**src/rtl/pbseq_pkg.sv**
```systemverilog
package pbseq_pkg;
  typedef enum logic [1:0] {
    ST_OFF    = 2'd0,
    ST_ACTIVE = 2'd1,
    ST_LOCK   = 2'd2
  } pwr_state_e;
endpackage

```
**src/rtl/pbseq_tick.sv**
```systemverilog
module pbseq_tick #(
  parameter bit          EXT_TICK   = 1'b1,
  parameter int unsigned DIV_CYCLES = 100000
) (
  input  logic clk_i,
  input  logic rst_ni,
  input  logic tick_i,
  output logic tick_o
);
  generate
    if (EXT_TICK) begin : g_ext
      logic tick_q;
      always_ff @(posedge clk_i or negedge rst_ni) begin
        if (!rst_ni) tick_q <= 1'b0;
        else         tick_q <= tick_i;
      end
      assign tick_o = tick_q;
    end else begin : g_div
      localparam int unsigned W = (DIV_CYCLES > 1) ? $clog2(DIV_CYCLES) : 1;
      localparam logic [W-1:0] LAST = W'(DIV_CYCLES - 1);
      logic [W-1:0] cnt_q;
      logic         tick_q;
      always_ff @(posedge clk_i or negedge rst_ni) begin
        if (!rst_ni) begin
          cnt_q  <= '0;
          tick_q <= 1'b0;
        end else begin
          tick_q <= (cnt_q == LAST);
          cnt_q  <= (cnt_q == LAST) ? '0 : cnt_q + 1'b1;
        end
      end
      assign tick_o = tick_q;
      logic unused_tick;
      assign unused_tick = tick_i;
    end
  endgenerate
endmodule

```
**src/rtl/pbseq_button.sv**
```systemverilog
module pbseq_button #(
  parameter int unsigned PRESS_TICKS = 50
) (
  input  logic clk_i,
  input  logic rst_ni,
  input  logic tick_i,
  input  logic btn_ni,
  input  logic lock_i,
  output logic pbstat_no
);
  localparam int unsigned CW = $clog2(PRESS_TICKS + 1);
  localparam logic [CW-1:0] PRESS_C = CW'(PRESS_TICKS);

  logic [CW-1:0] cnt_q;

  // saturating count of consecutive low samples
  always_ff @(posedge clk_i or negedge rst_ni) begin
    if (!rst_ni)      cnt_q <= '0;
    else if (lock_i)  cnt_q <= '0;
    else if (tick_i) begin
      if (btn_ni)                cnt_q <= '0;
      else if (cnt_q != PRESS_C) cnt_q <= cnt_q + 1'b1;
    end
  end

  assign pbstat_no = (cnt_q != PRESS_C);

  p_pulse_on_tick_r7: assert property (@(posedge clk_i) disable iff (!rst_ni)
    $fell(pbstat_no) |-> $past(tick_i))
    else $error("pbstat asserted off a tick");

  p_lock_silent_r6: assert property (@(posedge clk_i) disable iff (!rst_ni)
    lock_i |=> pbstat_no)
    else $error("pbstat active during lockout");
endmodule

```
**src/rtl/pbseq_fsm.sv**
```systemverilog
module pbseq_fsm
  import pbseq_pkg::*;
#(
  parameter int unsigned LOCK_TICKS = 1000
) (
  input  logic clk_i,
  input  logic rst_ni,
  input  logic tick_i,
  input  logic req1_i,
  input  logic req2_i,
  input  logic supply_ok_i,
  output logic en1_o,
  output logic en2_o,
  output logic lock_o
);
  localparam int unsigned LW = (LOCK_TICKS > 1) ? $clog2(LOCK_TICKS) : 1;
  localparam logic [LW-1:0] LOCK_LAST = LW'(LOCK_TICKS - 1);

  pwr_state_e    state_q, state_d;
  logic [LW-1:0] lcnt_q, lcnt_d;
  logic [1:0]    req_prev_q, en_q;
  logic [1:0]    req, rise;

  assign req  = {req2_i, req1_i};
  assign rise = req & ~req_prev_q;

  always_comb begin
    state_d = state_q;
    lcnt_d  = lcnt_q;
    unique case (state_q)
      ST_OFF: begin
        if (supply_ok_i && (rise != 2'b00)) state_d = ST_ACTIVE;
      end
      ST_ACTIVE: begin
        if (!supply_ok_i) state_d = ST_OFF;
        else if (req == 2'b00) begin
          state_d = ST_LOCK;
          lcnt_d  = '0;
        end
      end
      ST_LOCK: begin
        if (!supply_ok_i) state_d = ST_OFF;
        else if (tick_i) begin
          if (lcnt_q == LOCK_LAST) state_d = ST_OFF;
          else                     lcnt_d  = lcnt_q + 1'b1;
        end
      end
      default: state_d = ST_OFF;
    endcase
  end

  always_ff @(posedge clk_i or negedge rst_ni) begin
    if (!rst_ni) begin
      state_q    <= ST_OFF;
      lcnt_q     <= '0;
      req_prev_q <= '0;
      en_q       <= '0;
    end else begin
      state_q    <= state_d;
      lcnt_q     <= lcnt_d;
      req_prev_q <= req;
      en_q       <= (state_d == ST_ACTIVE) ? req : 2'b00;
    end
  end

  assign en1_o  = en_q[0];
  assign en2_o  = en_q[1];
  assign lock_o = (state_q == ST_LOCK);

  p_wake_r2: assert property (@(posedge clk_i) disable iff (!rst_ni)
    (state_q == ST_OFF && supply_ok_i && rise != 2'b00) |=> (state_q == ST_ACTIVE))
    else $error("wake missed");

  p_follow1_r3: assert property (@(posedge clk_i) disable iff (!rst_ni)
    (state_q == ST_ACTIVE) |-> (en1_o == $past(req1_i)))
    else $error("en1 not following req1");

  p_follow2_r3: assert property (@(posedge clk_i) disable iff (!rst_ni)
    (state_q == ST_ACTIVE) |-> (en2_o == $past(req2_i)))
    else $error("en2 not following req2");

  p_lock_enter_r4: assert property (@(posedge clk_i) disable iff (!rst_ni)
    (state_q == ST_ACTIVE && supply_ok_i && !req1_i && !req2_i) |=> lock_o)
    else $error("lockout not entered");

  p_lock_dark_r4: assert property (@(posedge clk_i) disable iff (!rst_ni)
    lock_o |-> (!en1_o && !en2_o))
    else $error("rail enabled in lockout");

  p_lock_hold_r6: assert property (@(posedge clk_i) disable iff (!rst_ni)
    (lock_o && supply_ok_i && !tick_i) |=> lock_o)
    else $error("lockout left without tick");

  p_no_supply_r8: assert property (@(posedge clk_i) disable iff (!rst_ni)
    !supply_ok_i |=> (state_q == ST_OFF && !en1_o && !en2_o))
    else $error("not off without supply");
endmodule

```
**src/rtl/pb_power_seq.sv**
```systemverilog
module pb_power_seq #(
  parameter bit          EXT_TICK    = 1'b1,
  parameter int unsigned DIV_CYCLES  = 100000,
  parameter int unsigned PRESS_TICKS = 50,
  parameter int unsigned LOCK_TICKS  = 1000
) (
  input  logic clk_i,
  input  logic rst_ni,
  input  logic tick_i,
  input  logic req1_i,
  input  logic req2_i,
  input  logic btn_ni,
  input  logic bat_ok_i,
  input  logic ext_ok_i,
  output logic en1_o,
  output logic en2_o,
  output logic pbstat_no
);
  logic tick, lock, supply_ok;

  assign supply_ok = bat_ok_i | ext_ok_i;

  pbseq_tick #(.EXT_TICK(EXT_TICK), .DIV_CYCLES(DIV_CYCLES)) u_tick (
    .clk_i (clk_i),
    .rst_ni(rst_ni),
    .tick_i(tick_i),
    .tick_o(tick)
  );

  pbseq_button #(.PRESS_TICKS(PRESS_TICKS)) u_btn (
    .clk_i    (clk_i),
    .rst_ni   (rst_ni),
    .tick_i   (tick),
    .btn_ni   (btn_ni),
    .lock_i   (lock),
    .pbstat_no(pbstat_no)
  );

  pbseq_fsm #(.LOCK_TICKS(LOCK_TICKS)) u_fsm (
    .clk_i      (clk_i),
    .rst_ni     (rst_ni),
    .tick_i     (tick),
    .req1_i     (req1_i),
    .req2_i     (req2_i),
    .supply_ok_i(supply_ok),
    .en1_o      (en1_o),
    .en2_o      (en2_o),
    .lock_o     (lock)
  );
endmodule

```
**config.mk**
```make
export PLATFORM = sky130hd
export DESIGN_NAME = pb_power_seq
export DESIGN_NICKNAME = d
export VERILOG_FILES = /design/src/rtl/pbseq_pkg.sv /design/src/rtl/pbseq_tick.sv /design/src/rtl/pbseq_button.sv /design/src/rtl/pbseq_fsm.sv /design/src/rtl/pb_power_seq.sv
export SDC_FILE = /design/constraint.sdc
export NUM_CORES = 1
export LEC_CHECK = 0
export ABC_AREA = 1
export BUFFER_PORTS_ARGS = -buffer_cell sky130_fd_sc_hd__buf_2
export CORE_ASPECT_RATIO = 1.75
export CORE_MARGIN = 2
export CORE_UTILIZATION = 55
export CTS_BUF_LIST = sky130_fd_sc_hd__clkbuf_16
export CTS_CLUSTER_DIAMETER = 40
export CTS_CLUSTER_SIZE = 24
export DETAILED_ROUTE_END_ITERATION = 12
export GPL_TIMING_DRIVEN = 0
export HOLD_SLACK_MARGIN = 0.03
export PLACE_DENSITY = 0.74
export SKIP_LAST_GASP = 1
export SLEW_MARGIN = 40
export SYNTH_ARGS = -nofsm -noshare
export SYNTH_HDL_FRONTEND = slang
export SYNTH_SLANG_ARGS = --single-unit
```
**constraint.sdc**
```tcl
create_clock -name clk_i -period 4.4 [get_ports clk_i]
set_clock_uncertainty 0.05 [all_clocks]
set_input_delay 0.88 -clock clk_i [delete_from_list [all_inputs] [get_ports clk_i]]
set_output_delay 0.88 -clock clk_i [all_outputs]
set_load 0.03 [all_outputs]
```
# --- Word-level counts from Yosys, hierarchy flattened ---
# Index checks and enable logic that the tools add are counted.
totals:
  ff_bits: 23
  latchBits: 0
  mem_bits_rw: 0
  rom_bits: 0
  input_bits: 8
  output_inout_bits: 3
  word_cells: 48
  memories: 0
classes:
  add_sub_neg: 2
  multipliers: 0
  n_div: 0
  n_lt_le_gt_ge: 0
  n_eq_ne: 10
  shift: 0
  mux: 18
  n_bitwise: 3
  n_reduce_logical: 9
op_table:
  columns: ["cell", "count"]
  rows:
  - ["10-bit 2-to-1 mux", 5]
  - ["6-bit 2-to-1 mux", 4]
  - ["10-bit case mux with 2 select lines", 1]
  - ["2-bit 2-to-1 mux", 7]
  - ["10-bit by 1-bit adder with 10-bit output, second input constant", 1]
  - ["10-bit equality test, second input constant", 1]
  - ["2-bit by 1-bit inequality test with 1-bit output, second input constant", 4]
  - ["6-bit by 1-bit adder with 6-bit output, second input constant", 1]
  - ["6-bit inequality test, second input constant", 1]
  - ["2-bit case mux with 3 select lines", 1]
  - ["6-bit AND reduction", 1]
  - ["2-bit nonzero test", 3]
  - ["2-bit by 1-bit equality test with 1-bit output, second input constant", 2]
  - ["2-bit zero test", 2]
  - ["3-bit nonzero test", 1]
  - ["2-bit AND", 1]
  - ["2-bit equality test, second input constant", 1]
  - ["2-bit inequality test, second input constant", 1]
  - ["2-bit inverter", 1]
  - ["2-bit AND reduction", 1]
  - ["1-bit logical AND", 1]
  - ["1-bit OR", 1]

# --- Longest topological paths before layout ---
logic_depth:
  word_depth: 8
  depth_mapped: 10
  ltp_nobuf: 9

# --- By module ---
# Synthesis repeated with hierarchy kept, for this count alone.
hier_totals:
  cells_unflattened: 197
  area_unflattened_um2: 1377.6
by_module_without_submodules:
  columns: ["mod", "n_inst", "cells_each", "area_per_inst_um2", "seq_area_each_um2"]
  rows:
  - ["pbseq_fsm", 1, 134, 928.4, 400.4]
  - ["pbseq_button", 1, 59, 412.9, 150.1]
  - ["pbseq_tick", 1, 1, 25.0, 25.0]
  - ["pb_power_seq", 1, 3, 11.3, 0.0]

# --- Least setup slack after synthesis ---
# No wires, ideal clock.
synth_path:
  path_type: "flip-flop to output port"
  from: "register u_btn.cnt_q[0]"
  to: "output pbstat_no"
  t_arrival_ns: 0.968
  required_time_ns: 3.470
  setup_slack_ns: 2.502
  path_stages_with_launch: 4
  n_path_buf: 0
  path_cell_list: "dfrtp_1 inv_1 ha_1 nand4_1"
synth_between:
  elab_chain_len: 1
synth_rtl:
  columns: ["item", "line_no", "source"]
  rows:
  - ["start, declared", "pbseq_button.sv:14", "logic [CW-1:0] cnt_q;"]
  - ["start signal, assigned", "pbseq_button.sv:22", "else if (cnt_q != PRESS_C) cnt_q <= cnt_q + 1'b1;"]
  - ["6-bit inequality test", "pbseq_button.sv:26", "assign pbstat_no = (cnt_q != PRESS_C);"]
  - ["end, declared", "pb_power_seq.sv:17", "output logic pbstat_no"]
# Every way passes these cells.

# --- Final worst setup path ---
# Same ends and word-level chain as after synthesis.

==> flow_summary.json <==
{
  "worstPathCellList": "inv_1, ha_1, nand4_1, buf_2",
  "io_pins": 11,
  "num_antenna_cells": 0,
  "synthCells": 182,
  "cts.sink_count": 23,
  "status": "finished, final reports clean",
  "firstDrtPassIters": 4,
  "dp_hpwl_mm": 2.12,
  "cp.required_ps": 3470,
  "final_core_utilization": 0.658,
  "grt_setup_unrepaired": "false",
  "drt_iter0_drc": 11,
  "min_from": "u_fsm.lcnt_q[1]",
  "p_per_area_mw_per_mm2": 382,
  "max-slew-margin-rel": 0.655,
  "hold_path_class": "reg2reg",
  "end_kind": "output pin",
  "synth_top_family_by_area": "simple AND/OR/NAND/NOR gates",
  "final_antenna_net_count": 0,
  "muxShareOfSynthArea": 0,
  "wirelength_mm": 2.75,
  "antenna_found_initial": 0,
  "reg2reg_slack_ps": 2800,
  "syn_to_final_growth_pct": 11.9,
  "nets": 208,
  "max_clock_freq_mhz": 449,
  "min_to": "u_fsm.lcnt_q[1]",
  "cts_tree": "yes",
  "die_area_mm2": 0.00289,
  "tns_ps": 0,
  "final_common_cell": "nand2_1",
  "path_clk_slew_ps": 60,
  "crit_path_start_kind": "register",
  "grt_use_total": 0.211,
  "cts_resized": 0,
  "multi_input_area_um2": 666,
  "cts_root_buf": "clkbuf_16",
  "die_y_um": 69.6,
  "grt_overflow_total": 0,
  "grt_pass1_wl_mm": 4.89,
  "synth.avg_cell_area_um2": 7.43,
  "avgViaCountPerCell": 5.34,
  "drive_gt1_frac": 0.168,
  "cp.arrival_ps": 1300,
  "via_count": 1181,
  "finalCriticalPeriod_ps": 2230,
  "maxCapViolCount": 0,
  "initial_core_util": 0.587,
  "period_share": 0.506,
  "post_cts_buffers": 0,
  "htree_levels": 1,
  "fillers": 220,
  "cts_buffers": 3,
  "ff_latch_area_um2": 576,
  "num_rows": 23,
  "core-area_mm2": 0.00230,
  "insertion_delay_ps": 260,
  "grt_max_degree": 24,
  "synth_xor_area_frac": 0.0259,
  "critPathKind": "reg2out",
  "yosysWarnings": 0,
  "drc_errors": 0,
  "drv_slew": 0,
  "cts_hold_buf": 0,
  "io_buffers": 10,
  "r2r_end": "u_fsm.lcnt_q[8]",
  "worstReg2RegStart": "u_fsm.lcnt_q[0]",
  "synthDistinctLibCells": 23,
  "yosysSeqAreaShare": 0.426,
  "synth_fa_ha_area_frac": 0.0278,
  "grt_pass1_vias": 1206,
  "cts_buffer_depth": 2,
  "synth-compound-area-share": 0.0981,
  "yosys.area_share.simple": 0.340,
  "synth-seq-cells": 23,
  "hold_viol": 0,
  "setup_viol": 0,
  "p_leak_nw": 0.738,
  "syn_area_mm2": 0.00135,
  "reg2reg_depth": 8,
  "layout_common_cells": "nand2_1 (53), nor2_1 (23), dfrtp_1 (23), inv_1 (20), nand3_1 (19)",
  "syn_nets": 193,
  "worstMarginPinSlew_ps": 517,
  "die_x_um": 41.5,
  "wire_per_inst_um": 12.5,
  "peakVddDrop_mv": 0.235,
  "worstPathMaxFanout": 4,
  "slowest_stage": "dfrtp_1",
  "holdPathStages": 2,
  "gp_congestion": 0.894,
  "cpPeakStageDelay_ps": 400
}
-- stage by stage --
step           total power, mW  instance area [um2]  cells  hold WS [ps]  setup slack, ps
2_1_floorplan            0.348                 1350    182           431             2500
3_3_place_gp             0.379                 1430    217           454             2460
3_5_place_dp             0.385                 1430    217           455             2460
4_1_cts                  0.581                 1510    221           472             2180
5_1_grt                  0.614                 1510    221           504             2090
6_report                 0.578                 1510    221           473             2170
-- state kept, by name, summed over array words and instances (netlist names) --
name	flops
u_fsm.en_q	2
u_fsm.state_q	2
u_fsm.req_prev_q	2
u_btn.cnt_q	6
u_tick.tick_o	1
u_fsm.lcnt_q	10
-- layout make-up --
class                      count  area share
buffer                         2      0.0132
clock buffer                   3      0.0496
clock inverter                 1     0.00331
inverter                      24      0.0603
multi-input combinational    133       0.440
sequential                    23       0.380
tap                           25      0.0207
timing repair buffer          10      0.0331
-- cell usage after synthesis --
cell	n	share of area
nand2_1	53	0.15
dfrtp_1	23	0.43
nor2_1	23	0.064
inv_1	20	0.056
nand3_1	19	0.070
o21ai_2	7	0.045
o21ai_0	6	0.022
a21oi_1	4	0.015
ha_1	3	0.028
inv_2	3	0.0083
nand2_2	3	0.014
nand4_1	3	0.014
o21ai_1	3	0.011
xor2_1	3	0.019
buf_2	1	0.0037
buf_8	1	0.011
clkinv_2	1	0.0037
nand2_4	1	0.0083
nand3b_1	1	0.0056
nand4_2	1	0.0092
nor2_4	1	0.0083
o22ai_1	1	0.0046
xnor2_1	1	0.0065
-- routing by layer --
layer / track usage / wire [um]
met3: 0.0365 / 55
met2: 0.392 / 1540
met1: 0.224 / 1090
met4: 0.0896 / 64
met5: 0 / 0
-- where the power goes --
group          internal [mW]  total [mW]  switching (mW)
logic                 0.0388       0.122          0.0837
clock network          0.122       0.199          0.0765
registers              0.233       0.257          0.0239
total                  0.394       0.578           0.184
-- cells by family after synthesis --
kind of cell               Yosys count
AOI/OAI and AO/OA                   21
xor gates and xnor gates             4
adders and majority gates            3
buffers and inverters               26
DFF                                 23
and+or+nand+nor                    105
-- how the worst max path moves through the flow --
stage                         startpoint         to  slack, ps  cells past startpoint
after detailed placement  u_btn.cnt_q[0]  pbstat_no       2460                      4
after floorplan           u_btn.cnt_q[0]  pbstat_no       2500                      3
after global routing      u_btn.cnt_q[0]  pbstat_no       2090                      4
final                     u_btn.cnt_q[0]  pbstat_no       2170                      4
after CTS                 u_btn.cnt_q[0]  pbstat_no       2180                      4
after global placement    u_btn.cnt_q[0]  pbstat_no       2460                      4
-- critical path, delay by kind of cell, from the launching register on --
family / cells / cell delay, ps
and+or+nand+nor: 1 / 130
adders and majority gates: 1 / 200
DFF: 1 / 400
buffers and inverters: 2 / 320
(Power assumes the default switching activity.)
